$ cat src/rtl/oatw_pkg.sv
package oatw_pkg;
  localparam int DW        = 32;
  localparam int AW        = 2 * DW;
  localparam int NMAP      = 2;             // windows that translate
  localparam int WIN_IW    = 2;             // width of a window index
  localparam logic [7:0] OFF_BASE = 8'h68;  // first window register
  localparam int OFF_STRIDE = 20;           // bytes per full window

  typedef enum logic [2:0] {
    FLD_LB_LO = 3'd0,
    FLD_LB_HI = 3'd1,
    FLD_SA    = 3'd2,
    FLD_PB_LO = 3'd3,
    FLD_PB_HI = 3'd4
  } fld_e;

  // Byte offset of field f of window w
  function automatic logic [7:0] reg_off(int w, fld_e f);
    return 8'(int'(OFF_BASE) + w * OFF_STRIDE + int'(f) * 4);
  endfunction

  // Size-only register of the last window
  function automatic logic [7:0] tail_off();
    return reg_off(NMAP, FLD_LB_LO);
  endfunction

  // Span from the size/attribute word; a zero span is clamped
  function automatic logic [DW-1:0] win_span(logic [DW-1:0] sa);
    logic [DW-1:0] s;
    s = ~(sa & ~DW'(1)) + DW'(1);
    if (s == '0) s = '1;
    return s;
  endfunction

  typedef struct packed {
    logic              hit;
    logic [WIN_IW-1:0] win;
    logic [AW-1:0]     pci;
  } xres_t;
endpackage

$ cat src/rtl/oatw_regs.sv
module oatw_regs
  import oatw_pkg::*;
#(
  parameter int NWIN = NMAP
) (
  input  logic                     clk,
  input  logic                     rst_n,
  input  logic                     we,
  input  logic [7:0]               addr,
  input  logic [DW-1:0]            wdata,
  output logic [DW-1:0]            rdata,
  output logic [NWIN-1:0][AW-1:0]  lbase,
  output logic [NWIN-1:0][AW-1:0]  pbase,
  output logic [NWIN:0][DW-1:0]    sattr
);

  logic mapped;

  // Register writes
  always_ff @(posedge clk) begin
    if (!rst_n) begin
      lbase <= '0;
      pbase <= '0;
      sattr <= '0;
    end else if (we) begin
      for (int i = 0; i < NWIN; i++) begin
        if (addr == reg_off(i, FLD_LB_LO)) lbase[i][DW-1:0]  <= wdata;
        if (addr == reg_off(i, FLD_LB_HI)) lbase[i][AW-1:DW] <= wdata;
        if (addr == reg_off(i, FLD_SA))    sattr[i]          <= wdata;
        if (addr == reg_off(i, FLD_PB_LO)) pbase[i][DW-1:0]  <= wdata;
        if (addr == reg_off(i, FLD_PB_HI)) pbase[i][AW-1:DW] <= wdata;
      end
      if (addr == tail_off()) sattr[NWIN] <= wdata;
    end
  end

  // Read mux; unmapped offsets read zero
  always_comb begin
    rdata  = '0;
    mapped = 1'b0;
    for (int i = 0; i < NWIN; i++) begin
      if (addr == reg_off(i, FLD_LB_LO)) begin rdata = lbase[i][DW-1:0];  mapped = 1'b1; end
      if (addr == reg_off(i, FLD_LB_HI)) begin rdata = lbase[i][AW-1:DW]; mapped = 1'b1; end
      if (addr == reg_off(i, FLD_SA))    begin rdata = sattr[i];          mapped = 1'b1; end
      if (addr == reg_off(i, FLD_PB_LO)) begin rdata = pbase[i][DW-1:0];  mapped = 1'b1; end
      if (addr == reg_off(i, FLD_PB_HI)) begin rdata = pbase[i][AW-1:DW]; mapped = 1'b1; end
    end
    if (addr == tail_off()) begin
      rdata  = sattr[NWIN];
      mapped = 1'b1;
    end
  end


  unmapped_wr_chk: assert property (@(posedge clk) disable iff (!rst_n)
    (we && !mapped) |=> ($stable(lbase) && $stable(pbase) && $stable(sattr)));

  for (genvar g = 0; g < NWIN; g++) begin : g_half

    lo_keep_chk: assert property (@(posedge clk) disable iff (!rst_n)
      (we && addr == reg_off(g, FLD_LB_HI)) |=> $stable(lbase[g][DW-1:0]));

    hi_keep_chk: assert property (@(posedge clk) disable iff (!rst_n)
      (we && addr == reg_off(g, FLD_PB_LO)) |=> $stable(pbase[g][AW-1:DW]));
  end

endmodule

$ cat src/rtl/oatw_match.sv
module oatw_match
  import oatw_pkg::*;
(
  input  logic [AW-1:0] addr,
  input  logic [AW-1:0] lbase,
  input  logic [AW-1:0] pbase,
  input  logic [DW-1:0] attr,
  output logic          hit,
  output logic [AW-1:0] pci
);

  logic [AW-1:0] offset;
  logic [DW-1:0] span;

  always_comb begin
    offset = addr - lbase;
    span   = win_span(attr);
    hit    = attr[0] && (addr >= lbase) && (offset < AW'(span));
    pci    = pbase + offset;
  end

endmodule

$ cat src/rtl/ob_xlate_top.sv
module ob_xlate_top
  import oatw_pkg::*;
(
  input  logic          clk,
  input  logic          rst_n,
  input  logic          cfg_we,
  input  logic [7:0]    cfg_addr,
  input  logic [31:0]   cfg_wdata,
  output logic [31:0]   cfg_rdata,
  input  logic          req_valid,
  output logic          req_ready,
  input  logic [63:0]   req_addr,
  output logic          res_valid,
  input  logic          res_ready,
  output logic          res_hit,
  output logic [1:0]    res_win,
  output logic [63:0]   res_pci_addr
);

  logic [NMAP-1:0][AW-1:0] lbase;
  logic [NMAP-1:0][AW-1:0] pbase;
  logic [NMAP:0][DW-1:0]   sattr;
  logic [NMAP-1:0]         win_hit;
  logic [NMAP-1:0][AW-1:0] win_pci;
  xres_t                   pick;
  xres_t                   res_q;
  logic                    vld_q;

  oatw_regs #(.NWIN(NMAP)) u_regs (
    .clk   (clk),
    .rst_n (rst_n),
    .we    (cfg_we),
    .addr  (cfg_addr),
    .wdata (cfg_wdata),
    .rdata (cfg_rdata),
    .lbase (lbase),
    .pbase (pbase),
    .sattr (sattr)
  );

  for (genvar g = 0; g < NMAP; g++) begin : g_win
    oatw_match u_match (
      .addr  (req_addr),
      .lbase (lbase[g]),
      .pbase (pbase[g]),
      .attr  (sattr[g]),
      .hit   (win_hit[g]),
      .pci   (win_pci[g])
    );

    win_off_chk: assert property (@(posedge clk) disable iff (!rst_n)
      !sattr[g][0] |-> !win_hit[g]);
  end

  // Lowest index wins
  always_comb begin
    pick = '0;
    for (int i = NMAP - 1; i >= 0; i--) begin
      if (win_hit[i]) begin
        pick.hit = 1'b1;
        pick.win = WIN_IW'(i);
        pick.pci = win_pci[i];
      end
    end
  end

  assign req_ready = !vld_q || res_ready;

  always_ff @(posedge clk) begin
    if (!rst_n) begin
      vld_q <= 1'b0;
      res_q <= '0;
    end else if (req_ready) begin
      vld_q <= req_valid;
      if (req_valid) res_q <= pick;
    end
  end

  assign res_valid    = vld_q;
  assign res_hit      = res_q.hit;
  assign res_win      = res_q.win;
  assign res_pci_addr = res_q.pci;


  hold_stable_chk: assert property (@(posedge clk) disable iff (!rst_n)
    (res_valid && !res_ready) |=>
      (res_valid && $stable(res_hit) && $stable(res_win) && $stable(res_pci_addr)));

  tail_never_chk: assert property (@(posedge clk) disable iff (!rst_n)
    res_valid |-> !(res_hit && res_win == 2'd2));

  miss_zero_chk: assert property (@(posedge clk) disable iff (!rst_n)
    (res_valid && !res_hit) |-> (res_win == '0 && res_pci_addr == '0));

endmodule

$ cat config.mk
export PLATFORM = sky130hd
export DESIGN_NAME = ob_xlate_top
export DESIGN_NICKNAME = d
export VERILOG_FILES = /design/src/rtl/oatw_pkg.sv /design/src/rtl/oatw_regs.sv /design/src/rtl/oatw_match.sv /design/src/rtl/ob_xlate_top.sv
export SDC_FILE = /design/constraint.sdc
export NUM_CORES = 2
export LEC_CHECK = 0
export ABC_AREA = 1
export CAP_MARGIN = 20
export CORE_ASPECT_RATIO = 1.25
export CORE_UTILIZATION = 30
export CTS_CLUSTER_SIZE = 10
export DETAILED_ROUTE_END_ITERATION = 16
export PLACE_DENSITY = 0.5
export SYNTH_ARGS = -nofsm -noshare
export SYNTH_HDL_FRONTEND = slang
export SYNTH_SLANG_ARGS = --single-unit
$ cat constraint.sdc
create_clock -name clk -period 9.91 [get_ports clk]
set_clock_uncertainty 0.15 [all_clocks]
set_input_delay 1.982 -clock clk [delete_from_list [all_inputs] [get_ports clk]]
set_output_delay 1.982 -clock clk [all_outputs]
set_load 0.005 [all_outputs]
==> results.py <==
metrics = {
    "floorplanning": {
        "die_h_microns": 406,
        "start_util_pct": 30.2,
        "row_count": 148,
        "dieArea_sq_mm": 0.132,
        "die_x_microns": 326,
        "core_sq_mm": 0.130,
        "num_io_pins": 210,
    },
    "clock_network": {
        "ctsHoldBuffers": 0,
        "cts.repair.resized": 0,
        "insertion_delay_ns": 0.70,
        "cts_root_buffer": "clkbuf_16",
        "cts.clk_slew.worst_paths_ns": 0.06,
        "cts.sinks": 419,
        "cts-htree-levels": 2,
        "cts_tree": "built",
        "clk_path_buf_depth": 3,
        "cts_buffers": 52,
        "postCtsSetupBuffers": 0,
    },
    "synth": {
        "synth-edff-count": 0,
        "synth_top_family_by_area": "simple AND/OR/NAND/NOR gates",
        "avgSynthCellArea_sq_um": 6.11,
        "synthXorXnorAreaFrac_pct": 4.55,
        "yosys.area_share.simple_pct": 27.7,
        "syn_nets": 6859,
        "syn_area_sq_mm": 0.0392,
        "seq_area_frac_synth_pct": 21.4,
        "ys_ff_latch": 419,
        "yosys_warnings": 0,
        "yosysUniqueCellTypes": 64,
        "muxShareOfSynthArea_pct": 0,
        "synth_compound_area_share_pct": 25.0,
        "yosys.area_share.adder_pct": 10.3,
        "synthCells": 6428,
        "synthArstFlopShare_pct": 0,
        "ys.flop_type": "dfxtp_1",
    },
    "routing": {
        "viasPerCell": 5.49,
        "route.detailed.drc": 0,
        "wl_mm": 235,
        "wire_per_inst_microns": 28.4,
        "drt_pass1_iterations": 6,
        "drt_iter0_markers": 4168,
        "ant_nets": 0,
        "via_count": 45400,
    },
    "place": {
        "post_dp_cell_area_sq_mm": 0.0429,
        "io_buffers": 208,
        "hpwl_mm": 199,
        "gp_congestion": 1.06,
    },
    "global_routing": {
        "track_usage_pct": 34.3,
        "grt_max_degree": 211,
        "grt_pass1_vias": 44000,
        "overflow": 0,
        "antenna_found_initial": 13,
        "grt_pass1_wl_mm": 323,
    },
    "critical_path": {
        "end_kind": "primary output",
        "crit_path_cell_trace": "clkdlybuf4s50_1 -> nor2_1 -> inv_1 -> nor3_1 -> nand2_1 -> clkinv_1 -> buf_4 -> a221oi_1 -> o21ai_0 -> nor4_1 -> o2111ai_1 -> clkdlybuf4s50_1",
        "crit_top_cell": "clkdlybuf4s50_1",
        "worstPathRequired_ns": 7.78,
        "crit_path_start_kind": "input port",
        "critPathMaxStageDelay_ns": 0.89,
        "crit_arrival_ns": 6.70,
        "crit_slowest_cell": "nor4_1",
        "criticalPathCategory": "in2out",
        "cp_max_fo": 20,
    },
    "power_and_ir_drop": {
        "power.density_mw_per_mm2": 118,
        "max-vdd-ir-drop_uv": 137,
        "leakage_uw": 0.0191,
    },
    "sta": {
        "slew_headroom_pct": 9.06,
        "fin_crit_ns": 8.83,
        "rsz0062_at_grt": "no",
        "setup_viol": 0,
        "maxSlewViolCount": 0,
        "hold_viol_final": 0,
        "period_share_pct": 89.1,
        "tightest_slew_ns": 1.35,
        "max_freq_ghz": 0.113,
        "fin_setup_tns_ns": 0,
    },
    "status": {
        "status": "finished, final reports clean",
    },
    "finish": {
        "area_growth_pct": 13.7,
        "final_cell_mix": "nand2_1 (1256), inv_1 (891), a21oi_1 (800)",
        "stdcell_area_sq_mm": 0.0446,
        "final_common_cell": "nand2_1",
        "layout-drive-gt1-share_pct": 3.96,
        "nets": 6940,
    },
    "job": {
        "maxCapViolCount": 0,
    },
    "hold_path": {
        "hold_path.class": "reg2reg",
    },
}
## worst max-delay path, delay by kind of cell
family | cells | cell delay, ns
AO/OA/AOI/OAI | 3 | 0.92
buffers and inverters | 5 | 2.25
AND/OR/NAND/NOR | 4 | 1.52
## power breakdown
part / switching [uW] / internal (uW) / leakage [uW]
clock network: 876 / 1040 / 0.000767
logic: 1150 / 501 / 0.0149
registers: 13.2 / 1700 / 0.00339
## cells by family (layout without fill, tap and decap cells)
group,after synthesis,in the layout
compound gates,1770,1770
buf+inv,1129,1240
simple gates,2584,2584
xor+xnor,203,203
fa+ha+maj,322,322
other cells,1,7
flops,419,419
## final timing paths
path	cells past startpoint	slack (ns)	to	start
worst max register to register	29	2.67	res_pci_addr[52]	u_regs.sattr[1]
worst min-delay path	2	0.30	u_regs.sattr[64]	u_regs.sattr[64]
worst max-delay path	12	1.08	cfg_rdata[7]	cfg_addr[0]
worst min register to register	2	0.30	u_regs.sattr[64]	u_regs.sattr[64]
## Yosys cell counts (23+ instances only)
| master | count | area [sq um] |
|---|---|---|
| a21oi_2 | 34 | 298 |
| xor2_1 | 140 | 1230 |
| nand2_1 | 1262 | 4740 |
| o211ai_1 | 23 | 173 |
| nor3_1 | 53 | 265 |
| o21ai_0 | 581 | 2910 |
| o2111ai_1 | 39 | 342 |
| dfxtp_1 | 419 | 8390 |
| nor2_1 | 726 | 2730 |
| nand2_2 | 48 | 300 |
| a31oi_1 | 90 | 563 |
| ha_1 | 318 | 3980 |
| clkbuf_1 | 201 | 754 |
| o21a_1 | 27 | 203 |
| a21oi_1 | 800 | 4000 |
| inv_1 | 894 | 3360 |
| o22ai_1 | 39 | 244 |
| nor4_1 | 31 | 194 |
| nand4_1 | 77 | 482 |
| nand3_1 | 324 | 1620 |
| xnor2_1 | 62 | 543 |
| a221oi_1 | 30 | 263 |
## per-stage QoR
step | hold slack (ns) | utilization, % | total power [uW] | std cells | setup WS (ns)
after floorplan | 0.279 | - | 2710 | 6428 | 4.10
after global placement | 0.291 | 33.0 | 3350 | 8175 | 1.21
after detailed placement | 0.299 | 33.0 | 3370 | 8176 | 1.21
after CTS | 0.307 | 34.3 | 5270 | 8260 | 1.21
after global routing | 0.326 | 34.3 | 5490 | 8264 | 1.00
final | 0.303 | 34.3 | 5290 | 8270 | 1.08
## flip-flops by register name, indices dropped and copies added, names as in the netlist
register and flops:
res_pci_addr 64, res_win 1, u_regs.lbase 128, res_hit 1, res_valid 1, u_regs.sattr 96
u_regs.pbase 128
## cell type report
cell class / instances / area [sq um]
clock buffer: 75 / 1460
fill: 14800 / 85400
sequential: 419 / 8390
tap: 1725 / 2160
antenna: 6 / 15.0
multi-input combinational: 4880 / 26600
clock inverter: 9 / 126
timing repair buffer: 253 / 2490
inverter: 903 / 3390
## per-layer routing
metal  wire (microns)  GRT usage [%]
met1            90600           39.6
met2           107000           57.2
met3            12500           2.95
met4            24400           29.8
met5                8              0
Note: power is estimated with default switching activity, not from simulation.
